`config.mk`:
```
export PLATFORM = sky130hd
export DESIGN_NAME = i2c_addr_match
export DESIGN_NICKNAME = d
export VERILOG_FILES = /design/src/rtl/i2c_am_pkg.sv /design/src/rtl/am_compare.sv /design/src/rtl/am_status_reg.sv /design/src/rtl/am_irq_ctrl.sv /design/src/rtl/i2c_addr_match.sv
export SDC_FILE = /design/constraint.sdc
export NUM_CORES = 1
export LEC_CHECK = 0
export ABC_AREA = 1
export CORE_AREA = 2 2 39 41
export CTS_CLUSTER_DIAMETER = 100
export DETAILED_ROUTE_END_ITERATION = 8
export DIE_AREA = 0 0 41 43
export HOLD_SLACK_MARGIN = 0.08
export SYNTH_ARGS = -nofsm -noshare
export SYNTH_HDL_FRONTEND = slang
export SYNTH_SLANG_ARGS = --single-unit
```
`constraint.sdc`:
```
create_clock -name clk -period 1 [get_ports clk]
set_input_delay 0.1 -clock clk [delete_from_list [all_inputs] [get_ports clk]]
set_output_delay 0.1 -clock clk [all_outputs]
set_load 0.01 [all_outputs]
```
`src/rtl/i2c_am_pkg.sv`:
```
package i2c_am_pkg;
  // outcome of comparing one first byte
  typedef struct packed {
    logic own;
    logic gc;
    logic rd;
  } am_result_t;

  localparam am_result_t AM_NONE = '{own: 1'b0, gc: 1'b0, rd: 1'b0};
endpackage

```
`src/rtl/am_compare.sv`:
```
module am_compare
  import i2c_am_pkg::*;
#(
  parameter int ADDR_W = 7
) (
  input  logic [ADDR_W:0] rx_byte,
  input  logic [ADDR_W:0] own_reg,
  output am_result_t      result,
  output logic            any_hit
);
  localparam int BYTE_W = ADDR_W + 1;
  localparam logic [BYTE_W-1:0] GC_CODE = '0;

  logic own_eq;
  logic gc_eq;
  logic gc_en;

  assign gc_en  = own_reg[0];
  assign own_eq = (rx_byte[BYTE_W-1:1] == own_reg[BYTE_W-1:1]);
  // the full byte is compared, so 01h can never be a general call
  assign gc_eq  = gc_en && (rx_byte == GC_CODE);

  always_comb begin
    result = AM_NONE;
    if (own_eq) begin
      result.own = 1'b1;
      result.rd  = rx_byte[0];
    end else if (gc_eq) begin
      result.gc  = 1'b1;
    end
  end

  assign any_hit = result.own || result.gc;


  rx_01_never_gc_chk: assert final (!(rx_byte == BYTE_W'(1) && result.gc));
endmodule

```
`src/rtl/am_status_reg.sv`:
```
module am_status_reg
  import i2c_am_pkg::*;
(
  input  logic       clk,
  input  logic       rst_n,
  input  logic       eval,
  input  logic       start,
  input  am_result_t nxt,
  output am_result_t cur
);
  always_ff @(posedge clk) begin
    if (!rst_n) begin
      cur <= AM_NONE;
    end else if (eval) begin
      cur <= nxt;
    end else if (start) begin
      cur <= AM_NONE;
    end
  end


  one_flag_chk: assert property (@(posedge clk) disable iff (!rst_n)
    $countones({cur.own, cur.gc}) <= 1);


  dir_needs_own_chk: assert property (@(posedge clk) disable iff (!rst_n)
    cur.rd |-> cur.own);


  hold_chk: assert property (@(posedge clk) disable iff (!rst_n)
    (!eval && !start) |=> $stable(cur));


  start_clear_chk: assert property (@(posedge clk) disable iff (!rst_n)
    (start && !eval) |=> (cur == AM_NONE));
endmodule

```
`src/rtl/am_irq_ctrl.sv`:
```
module am_irq_ctrl (
  input  logic clk,
  input  logic rst_n,
  input  logic set_req,
  input  logic clr_req,
  output logic irq
);
  always_ff @(posedge clk) begin
    if (!rst_n) begin
      irq <= 1'b0;
    end else if (set_req) begin
      irq <= 1'b1;
    end else if (clr_req) begin
      irq <= 1'b0;
    end
  end


  irq_hold_chk: assert property (@(posedge clk) disable iff (!rst_n)
    (irq && !clr_req) |=> irq);


  irq_set_wins_chk: assert property (@(posedge clk) disable iff (!rst_n)
    set_req |=> irq);


  irq_rise_cause_chk: assert property (@(posedge clk) disable iff (!rst_n)
    (!irq && !set_req) |=> !irq);
endmodule

```
`src/rtl/i2c_addr_match.sv`:
```
module i2c_addr_match
  import i2c_am_pkg::*;
#(
  parameter int ADDR_W = 7
) (
  input  logic              clk,
  input  logic              rst_n,
  input  logic              start_i,
  input  logic              byte_valid_i,
  output logic              byte_ready_o,
  input  logic [ADDR_W:0]   byte_data_i,
  input  logic              byte_first_i,
  input  logic [ADDR_W:0]   own_addr_i,
  input  logic              irq_clr_i,
  output logic              irq_o,
  output logic              own_hit_o,
  output logic              gc_hit_o,
  output logic              dir_rd_o
);
  am_result_t cmp_res;
  am_result_t stat;
  logic       cmp_hit;
  logic       eval;

  // the block never stalls the byte stream
  assign byte_ready_o = rst_n;
  assign eval = byte_valid_i && byte_ready_o && byte_first_i;

  am_compare #(.ADDR_W(ADDR_W)) u_cmp (
    .rx_byte (byte_data_i),
    .own_reg (own_addr_i),
    .result  (cmp_res),
    .any_hit (cmp_hit)
  );

  am_status_reg u_stat (
    .clk   (clk),
    .rst_n (rst_n),
    .eval  (eval),
    .start (start_i),
    .nxt   (cmp_res),
    .cur   (stat)
  );

  am_irq_ctrl u_irq (
    .clk     (clk),
    .rst_n   (rst_n),
    .set_req (eval && cmp_hit),
    .clr_req (irq_clr_i),
    .irq     (irq_o)
  );

  assign own_hit_o = stat.own;
  assign gc_hit_o  = stat.gc;
  assign dir_rd_o  = stat.rd;


  own_match_chk: assert property (@(posedge clk) disable iff (!rst_n)
    (eval && byte_data_i[ADDR_W:1] == own_addr_i[ADDR_W:1]) |=> own_hit_o);


  gc_disabled_chk: assert property (@(posedge clk) disable iff (!rst_n)
    (eval && !own_addr_i[0]) |=> !gc_hit_o);


  data_byte_chk: assert property (@(posedge clk) disable iff (!rst_n)
    (byte_valid_i && !byte_first_i && !start_i)
      |=> $stable({own_hit_o, gc_hit_o, dir_rd_o}));
endmodule

```
==> metrics.md <==
| Metric | Value |
|---|---|
| Syn_area_per_cell | `6.208 um2` |
| Cells after Synth | `52` |
| Crit-path slowest cell | `clkdlybuf4s50_1` |
| N_diodes | `0` |
| Postcts setup bufs | `0` |
| First-pass GRT wire length | `1.324 mm` |
| Power density cells | `786.4 nW/um2` |
| Clk network pwr share | `39.4%` |
| Initial DRC Count | `2` |
| Tmin final | `0.9403 ns` |
| Buffers plus inverters on the worst setup path | `1` |
| Hold slack final | `0.2416 ns` |
| Post-synthesis cell type count | `16` |
| Dpl ws | `-0.2585 ns` |
| Area grow syn2layout | `100.4%` |
| Internal power | `382.9 uW` |
| Top cells by area, synth | `dfxtp_1 (25%), nand2_1 (17%), inv_1 (10%)` |
| Setup Skew | `0 ns` |
| FMAX | `1.063 GHz` |
| Top delay family on crit path | `buffers and inverters` |
| Drt total wl | `802 um` |
| Critical Path Start Type | `input pin` |
| Status | `finished clean` |
| PortBufs | `26` |
| CP arrival | `1.11 ns` |
| Clock root buffer | `clkbuf_4` |
| Yosys reg bits | `4` |
| DP Wirelength | `674.4 um` |
| Leak | `0.0003469 uW` |
| Max-slew headroom | `88.84%` |
| Reg power frac | `31.5%` |
| Dominant synthesized flop cell | `dfxtp_1` |
| Total congestion overflow | `0` |
| DR DRC count | `0` |
| Syn nets | `74` |
| Post-route ant nets | `0` |
| Initial antenna violation count | `0` |
| Psw | `125.8 uW` |
| Largest net degree at the start of global routing | `5` |
| First drt pass iteration count | `3` |
| Max cap viols | `0` |
| Syn Std Cell Area | `322.8 um2` |
| Combinational share of power | `29.1%` |
| Power Total | `508.7 uW` |
| Layout cells sized above 1 | `18.29%` |
| Routed vias/inst | `4.133` |
| Vias | `405` |
| Leading area contributor after synthesis | `dfxtp_1` |
| Starting Density | `23.33%` |
| Post-synth top area share | `24.81%` |
| # setup viols final | `0` |
| CTS Sinks | `4` |
| Row count | `14` |
| Peak supply drop | `0.4075 mV` |
| All-layer global routing usage | `10.53%` |
| Ys async rst share | `0%` |
| Crit path required time | `1.17 ns` |
| H-tree depth | `1` |
| Synth warnings | `0` |
| Cts bufs inserted | `3` |
| Hold Crit Class | `input pin to flip-flop` |
| Gpl congestion | `0.7310` |
| Clk pin slew, worst setup/hold paths | `0.04 ns` |
| Top-count cell post-synth | `nand2_1` |
| Period Utilization, post-route | `94.03%` |
| Worst-margin pin slew | `0.1662 ns` |
| # fillers | `158` |
| Die height | `43 um` |
| Crit-path cells | `clkdlybuf4s50_1, and3_4, nand2_1, nor2_2, a21oi_1, a21oi_2` |
| Core Area | `1384 um2` |
| Switching part of the total | `24.72%` |
| Min setup slack post-route | `0.05968 ns` |
| CTS max path bufs | `2` |
| Register-to-register setup slack | `0.36 ns` |
| CTS tree | `built` |
| Fin nets | `106` |
| Clk_lat worst skew | `0.23 ns` |
| EDFF count, synth | `0` |
| RSZ-0062 raised after global routing | `no` |
| Die area | `1763 um2` |
| CP Class | `input pin to flip-flop` |
| Synth cell count leaders | `nand2_1 (15), inv_1 (9), a21oi_1 (5)` |
| Final max-slew violation count | `0` |
| Largest stage delay, worst path | `0.47 ns` |
| Drt wl/cell | `8.184 um` |
| CP Max Fanout | `3` |
| Sequential fraction of the synthesis area | `24.81%` |
| Die Wd | `41 um` |
| Setup crit end kind | `flip-flop` |
| IO Count | `27` |
| Vias in the first global route | `393` |
| Count of final hold-check violations | `0` |
==> sequential cells by signal (all words and copies together) (netlist names) <==
register	count
u_irq.irq	1
u_stat.cur	3
==> cells in the final DEF (no fill, tap or decap) <==
master,instances
clkbuf_4,3
inv_2,1
dfxtp_1,4
dlymetal6s2s_1,5
nand2_2,1
nand3_1,3
nor2_4,1
dlygate4sd2_1,14
clkdlybuf4s50_1,7
buf_4,2
inv_1,9
nand3_2,1
nor2_2,2
nand2_1,14
nor3_2,1
a21oi_1,3
nand4_1,2
a21oi_2,2
nor2_1,2
xor2_1,1
xnor2_1,3
and3_4,1
==> path summary, 6_finish.rpt <==
path | start | to | depth (start not counted)
worst min register to register | u_stat.cur[1]$_SDFFE_PN0P_ | u_stat.cur[1]$_SDFFE_PN0P_ | 2
worst min-delay path | rst_n | u_irq.irq$_SDFFE_PN0P_ | 3
worst max-delay path | byte_valid_i | u_irq.irq$_SDFFE_PN0P_ | 6
worst max register to register | u_irq.irq$_SDFFE_PN0P_ | u_irq.irq$_SDFFE_PN0P_ | 2
==> stage by stage <==
| step | setup TNS, ns | std cells | instance area [um2] | utilization [%] |
|---|---|---|---|---|
| final | 0 | 98 | 646.9 | 46.75 |
| after global routing | 0 | 98 | 646.9 | 46.75 |
| after CTS | 0 | 98 | 615.6 | 44.48 |
| after detailed placement | -1.230 | 95 | 610.6 | 44.12 |
| after global placement | -1.187 | 95 | 610.6 | 44.12 |
| after floorplan | 0 | 52 | 322.8 | - |
==> kinds of logic (layout without fill, tap and decap cells) <==
group	Yosys count	after routing	share of synthesized area [%]
buffers and inverters	11	41	13.95
xor gates and xnor gates	4	4	10.85
and+or+nand+nor	28	28	42.63
AOI/OAI and AO/OA	5	5	7.751
DFF	4	4	24.81
==> routing by layer <==
metal | vias up | GRT usage, % | wire (um)
li1 | 223 | - | -
met1 | 167 | 12.82 | 385
met2 | 15 | 16.25 | 362
met3 | 0 | 3.665 | 53
met4 | 0 | 4.000 | 0
met5 | - | 0 | 0
==> power groups by stage <==
stage	registers, uW	logic (uW)	clock network (uW)
finish	160	148	200
global route	160	164	228
CTS	160	147	208
detailed placement	163	160	0
global placement	163	160	0
floorplan	163	56.9	0
==> cell type report <==
| type | instances | area, um2 | share of cell area (%) |
|---|---|---|---|
| Tap cell | 16 | 20.02 | 3.095 |
| Multi-Input combinational cell | 37 | 216.5 | 33.46 |
| Timing Repair Buffer | 28 | 270.3 | 41.78 |
| Inverter | 10 | 37.54 | 5.803 |
| Sequential cell | 4 | 80.08 | 12.38 |
| Clock buffer | 3 | 22.52 | 3.482 |
==> repair_timing <==
item / 4_1_cts / 5_1_grt
cloned: 0 / 0
hold endpoints to repair: 0 / 0
gates resized for setup: 14 / 10
setup endpoints to repair: 9 / 4
pin swaps: 7 / 8
hold buffers: 0 / 0
==> worst min-delay path: cells and delay by family <==
family / cells / cell delay [ns]
AOI/OAI and AO/OA: 1 / 0.11
buffers and inverters: 2 / 0.23
(Power assumes the default switching activity.)
